[config.mk]
export PLATFORM = sky130hd
export DESIGN_NAME = regfile_2r1w
export DESIGN_NICKNAME = d
export VERILOG_FILES = /design/src/rtl/regfile_pkg.sv /design/src/rtl/regfile_wr_decode.sv /design/src/rtl/regfile_rd_port.sv /design/src/rtl/regfile_2r1w.sv
export SDC_FILE = /design/constraint.sdc
export NUM_CORES = 1
export LEC_CHECK = 0
export ABC_AREA = 1
export BUFFER_PORTS_ARGS = -buffer_cell sky130_fd_sc_hd__buf_4
export CAP_MARGIN = 30
export CORE_MARGIN = 3
export CORE_UTILIZATION = 29
export DETAILED_ROUTE_END_ITERATION = 8
export PLACE_DENSITY = 0.4
export SKIP_LAST_GASP = 1
export SYNTH_ARGS = -nofsm -noshare
export SYNTH_HDL_FRONTEND = slang
export SYNTH_HIERARCHICAL = 1
export SYNTH_SLANG_ARGS = --single-unit
[constraint.sdc]
create_clock -name clk -period 1.44 [get_ports clk]
set_clock_uncertainty 0.2 [all_clocks]
set_input_delay 0.144 -clock clk [delete_from_list [all_inputs] [get_ports clk]]
set_output_delay 0.144 -clock clk [all_outputs]
set_load 0.1 [all_outputs]
[src/rtl/regfile_pkg.sv]
package regfile_pkg;
    localparam int unsigned DATA_W   = 32;
    localparam int unsigned NUM_REGS = 8;
    localparam int unsigned ID_W     = 4;
    localparam int unsigned IDX_W    = $clog2(NUM_REGS);
    typedef logic [DATA_W-1:0] word_t;
    typedef logic [ID_W-1:0]   reg_id_t;
endpackage

[src/rtl/regfile_wr_decode.sv]
module regfile_wr_decode #(
    parameter int unsigned NUM_REGS = 8,
    parameter int unsigned ID_W     = 4
) (
    input  logic [ID_W-1:0]     id,
    output logic [NUM_REGS-1:0] wen
);
    always_comb begin
        wen = '0;
        for (int i = 0; i < NUM_REGS; i++) begin
            if (id == ID_W'(i)) wen[i] = 1'b1;
        end
    end


    always_comb begin
        wr_onehot_chk: assert ($onehot0(wen));
    end
endmodule

[src/rtl/regfile_rd_port.sv]
module regfile_rd_port #(
    parameter int unsigned NUM_REGS = 8,
    parameter int unsigned ID_W     = 4,
    parameter int unsigned DATA_W   = 32
) (
    input  logic [ID_W-1:0]                 id,
    input  logic [NUM_REGS-1:0][DATA_W-1:0] regs,
    output logic [DATA_W-1:0]               data
);
    always_comb begin
        data = '0;
        for (int i = 0; i < NUM_REGS; i++) begin
            if (id == ID_W'(i)) data = regs[i];
        end
    end
endmodule

[src/rtl/regfile_2r1w.sv]
module regfile_2r1w
    import regfile_pkg::*;
(
    input  logic        clk,
    input  logic        rst,
    input  logic [3:0]  rd_a_id,
    output logic [31:0] rd_a_data,
    input  logic [3:0]  rd_b_id,
    output logic [31:0] rd_b_data,
    input  logic [3:0]  wr_id,
    input  logic [31:0] wr_data
);
    logic [NUM_REGS-1:0][DATA_W-1:0] regs_q;
    logic [NUM_REGS-1:0]             wen;

    regfile_wr_decode #(.NUM_REGS(NUM_REGS), .ID_W(ID_W)) wdec_i (
        .id(wr_id), .wen(wen)
    );

    for (genvar g = 0; g < NUM_REGS; g++) begin : g_reg
        always_ff @(posedge clk) begin
            if (rst)         regs_q[g] <= '0;
            else if (wen[g]) regs_q[g] <= wr_data;
        end
    end

    regfile_rd_port #(.NUM_REGS(NUM_REGS), .ID_W(ID_W), .DATA_W(DATA_W)) rda_i (
        .id(rd_a_id), .regs(regs_q), .data(rd_a_data)
    );
    regfile_rd_port #(.NUM_REGS(NUM_REGS), .ID_W(ID_W), .DATA_W(DATA_W)) rdb_i (
        .id(rd_b_id), .regs(regs_q), .data(rd_b_data)
    );


    null_rd_a_chk: assert property (@(posedge clk) rd_a_id[3] |-> rd_a_data == '0);

    null_rd_b_chk: assert property (@(posedge clk) rd_b_id[3] |-> rd_b_data == '0);

    rst_clear_chk: assert property (@(posedge clk) rst |=> regs_q == '0);

    null_wr_chk: assert property (@(posedge clk) disable iff (rst)
        wr_id[3] |=> $stable(regs_q));

    for (genvar g = 0; g < NUM_REGS; g++) begin : g_chk

        wr_land_chk: assert property (@(posedge clk) disable iff (rst)
            (wr_id == ID_W'(g)) |=> regs_q[g] == $past(wr_data));

        wr_other_chk: assert property (@(posedge clk) disable iff (rst)
            (wr_id != ID_W'(g)) |=> $stable(regs_q[g]));
    end
endmodule

After elaboration in Yosys (flattened, before gate mapping) --
Cells that the tools add are included.
Operators by class: eq/ne operators 21, multiplexer cells 24, reduce and logical (&&, ||, !) cells 3
Operators with widths (number):
- $mux 32 | 16
- $eq 4x3->1 const B | 12
- $eq 4x2->1 const B | 6
- $eq 4x1->1 const B | 3
- $logic_not 4->1 | 3
- $mux 1 | 8
Word-level totals: flip-flop bits (word level) 256, bits of input ports 46, logic and storage cells 56

Longest topological paths before layout --
depth in word-level cells 9, gate-level depth with buffers 8, gate-level depth less buffers 8

By module --
The synthesis kept the hierarchy.
By module, submodules not included:
- regfile_2r1w | times used 1, cells each 1397, area each 9716.8 µm²
- regfile_rd_port | times used 2, cells each 444, area each 2053.2 µm²
- regfile_wr_decode | times used 1, cells each 18, area each 67.6 µm²

Worst setup path after synthesis --
OpenSTA, ideal clock, no wires.
kind input to output, from in rd_a_id[2], to out rd_a_data[12], data arrival time 1.684 ns, required time 1.096 ns, path slack -0.588 ns, cell stages on the path 7, cell sequence inv_1 nor2_1 inv_1 nor3_4 buf_2 nand2_1 nand4_1
On the way: word-level cells in the longest chain between the ends 9
RTL lines:
- from (decl) | line regfile_2r1w.sv:6 | input logic [3:0] rd_a_id,
- $logic_not 4->1 | line regfile_rd_port.sv:13 | if (id == ID_W'(i)) data = regs[i];
- $mux 32 (7 in series) | line regfile_rd_port.sv:13
- $mux 32 * | line regfile_rd_port.sv:13
- to (decl) | line regfile_2r1w.sv:7 | output logic [31:0] rd_a_data,
Every way passes the cells marked *; elsewhere a longest branch is shown, timed or not.

Worst setup path in the final report --
from reg regs_q[154] (netlist name), to out rd_b_data[26]
On the way: word-level cells in the longest chain between the ends 4
RTL lines:
- from (decl) | line regfile_2r1w.sv:13 | logic [NUM_REGS-1:0][DATA_W-1:0] regs_q;
- from (signal, indexed assignment) | line regfile_2r1w.sv:23 | else if (wen[g]) regs_q[g] <= wr_data;
- $mux 32 (4 in series) | line regfile_rd_port.sv:13
- to (decl) | line regfile_2r1w.sv:9 | output logic [31:0] rd_b_data,
Every way passes these cells.

==> qor.yml <==
grt_util_met1_pct: 27.9
start_kind: "flip-flop"
synth_top_area_share_pct: 36.9
placed_cell_area_um2: 16300
drcViolationCount: 0
nNetsFinal: 2507
fin_ws_ps: -544
rsz0062_at_grt: "yes"
min_period_ps: 1980
r2r_start: "regs_q[81]"
hp-class: "in2reg"
p_total_mw: 18.7
reg_top3: "regs_q x256"
avgViaCountPerCell: 4.80
setup_viol: 64
die_x_um: 225
async_flop_share_pct: 0
ys_top_cells_by_count: "nand2_1 (728), nor2_1 (654), dfxtp_1 (256), nand3_1 (256), nand4_1 (120)"
grt_max_degree: 74
num_rows: 79
p_leak_nw: 7.63
die_h_um: 225
crit_type: "reg2out"
dr.first_iter.drc_count: 1120
root_buffer: "clkbuf_16"
grt_pass1_vias: 13500
fmax_mhz: 504
clkTransAtPathRegs_ps: 60
maxCapViolations: 0
numClockSinks: 256
antenna_found_initial: 0
ys_ff_latch: 256
violations: "negative setup slack"
cts_tree: "yes"
avgRoutedWirePerCell_um: 17.4
n_antenna_cell: 0
power_density_nw_per_um2: 974
ys_seq_area_share_pct: 36.9
cts_buffers: 34
postRouteAntennaNets: 0
largest_reg_flops: 256
status: "finished with violations"
end_kind: "primary output"
clock_path_buffers: 3
gr-usage-met2_pct: 32.8
final.fill_count: 4897
detail_route.wirelength_um: 53600
netlist_area_um2: 13900
syn_inst: 2303
post-route-period-util_pct: 138
place.gp.congestion: 0.786
clkLatencyLatePin_ps: 520
max-slew-margin-rel_pct: 74.8
grt.total_usage_pct: 20.2
synth_ff_type: "dfxtp_1"
startpoint: "regs_q[154]"
die_area_um2: 50600
ys_warn_count: 6
min-delay-start: "wr_id[3]"
cp_max_fo: 3
coreArea_um2: 47000
yosys.area.top_type: "dfxtp_1"
synth_edf_count: 0
htreeDepth: 2
tightest_slew_ps: 378
critPathRequiredTime_ps: 1100
regMostFlops: "regs_q"
vias: 14800
pin_count: 110
top_usage_layer: "met2"
grt_pass1_wl_um: 79800
r2r_setup_slack_ps: 530
hpwl_um: 34700
hold_viol: 0
holdPathStages: 8
syn-num-nets: 2349
grt.met3_usage_pct: 2.94
synthTopCellsByArea: "dfxtp_1 (37%), nand2_1 (20%), nor2_1 (18%), nand3_1 (9.2%), nand4_1 (5.4%)"
port_buffers: 109
finalMaxSlewViolations: 0
crit_arrival_ps: 1640
start_util_pct: 29.6
first_pass_iters: 5
synth.distinct_cells: 17
grt_overflow_total: 0
max-vdd-ir-drop_v: 0.000504
yosysMostFrequentCell: "nand2_1"
r2r_cells: 3
area_growth_syn_to_layout_pct: 38.4
postLayoutCellArea_um2: 19200
drive_above_1_share_pct: 23.7
syn-mean-instance-area_um2: 6.03
worst paths after layout:
kind,endpoint
setup reg to reg,regs_q[81]
setup / recovery,rd_b_data[26]
hold / removal,regs_q[65]
hold reg to reg,regs_q[92]
worst max-delay path, stage by stage, from the launching register on:
cell      delay, ps
dfxtp_2         330
o211ai_1        240
nand3_2         160
nand2_2         110
nand3_4          80
buf_8           180
routing by layer:
metal  part of all wire, %  vias to the layer above
met5                     0                        -
met4                   2.3                        0
met3                   5.5                       77
met2                    45                      412
met1                    47                     6800
li1                      -                     7542
logic make-up (layout without fill, tap and decap cells):
kind of cell / Yosys count / after routing / share of synthesized area (%)
AND/OR/NAND/NOR: 1770 / 1770 / 52.8
AO/OA/AOI/OAI: 4 / 4 / 0.216
flip-flops: 256 / 256 / 36.9
buffers and inverters: 273 / 451 / 10.1
layout make-up:
type / count / area (um^2) / area share, %
Sequential cell: 256 / 5250 / 27.3
Inverter: 115 / 447 / 2.32
Clock buffer: 50 / 1010 / 5.28
Clock inverter: 6 / 61.3 / 0.319
Tap cell: 607 / 759 / 3.95
Timing Repair Buffer: 280 / 3500 / 18.2
Multi-Input combinational cell: 1774 / 8190 / 42.6
stage by stage:
stage	TNS, ps	setup slack [ps]	instances	util, %	hold WS (ps)
floorplan	-28350	-475	2303	-	222
global placement	-32320	-623	2984	34.7	269
detailed placement	-34510	-581	2984	34.7	276
CTS	-31480	-583	3076	39.4	-19.6
global route	-34040	-621	3088	40.9	44.2
finish	-28840	-544	3088	40.9	22.2
what timing repair did:
item	4_1_cts	5_1_grt
setup buffers	2	6
gates resized for setup	227	150
hold buffers	34	0
hold endpoints to repair	256	0
setup endpoints to repair	64	195
pin swaps	73	90
cloned	0	7
cell usage in the layout (no fill, tap or decap), drive strengths merged:
cell type / count
nor2: 660
dlymetal6s4s: 1
clkinvlp: 3
o211ai: 4
dfxtp: 256
nand2: 728
clkinv: 5
nand4: 120
bufinv: 1
clkbuf: 57
nand3: 256
inv: 112
buf: 239
dlygate4sd3: 33
nor3: 6
power by group:
part | internal, mW | leakage (nW) | switching, mW
sequential | 7.36 | 2.13 | 0.214
combinational | 1.02 | 4.98 | 1.80
clock | 5.04 | 0.525 | 3.28
total | 13.4 | 7.63 | 5.30
Note: power is estimated with default switching activity, not from simulation.
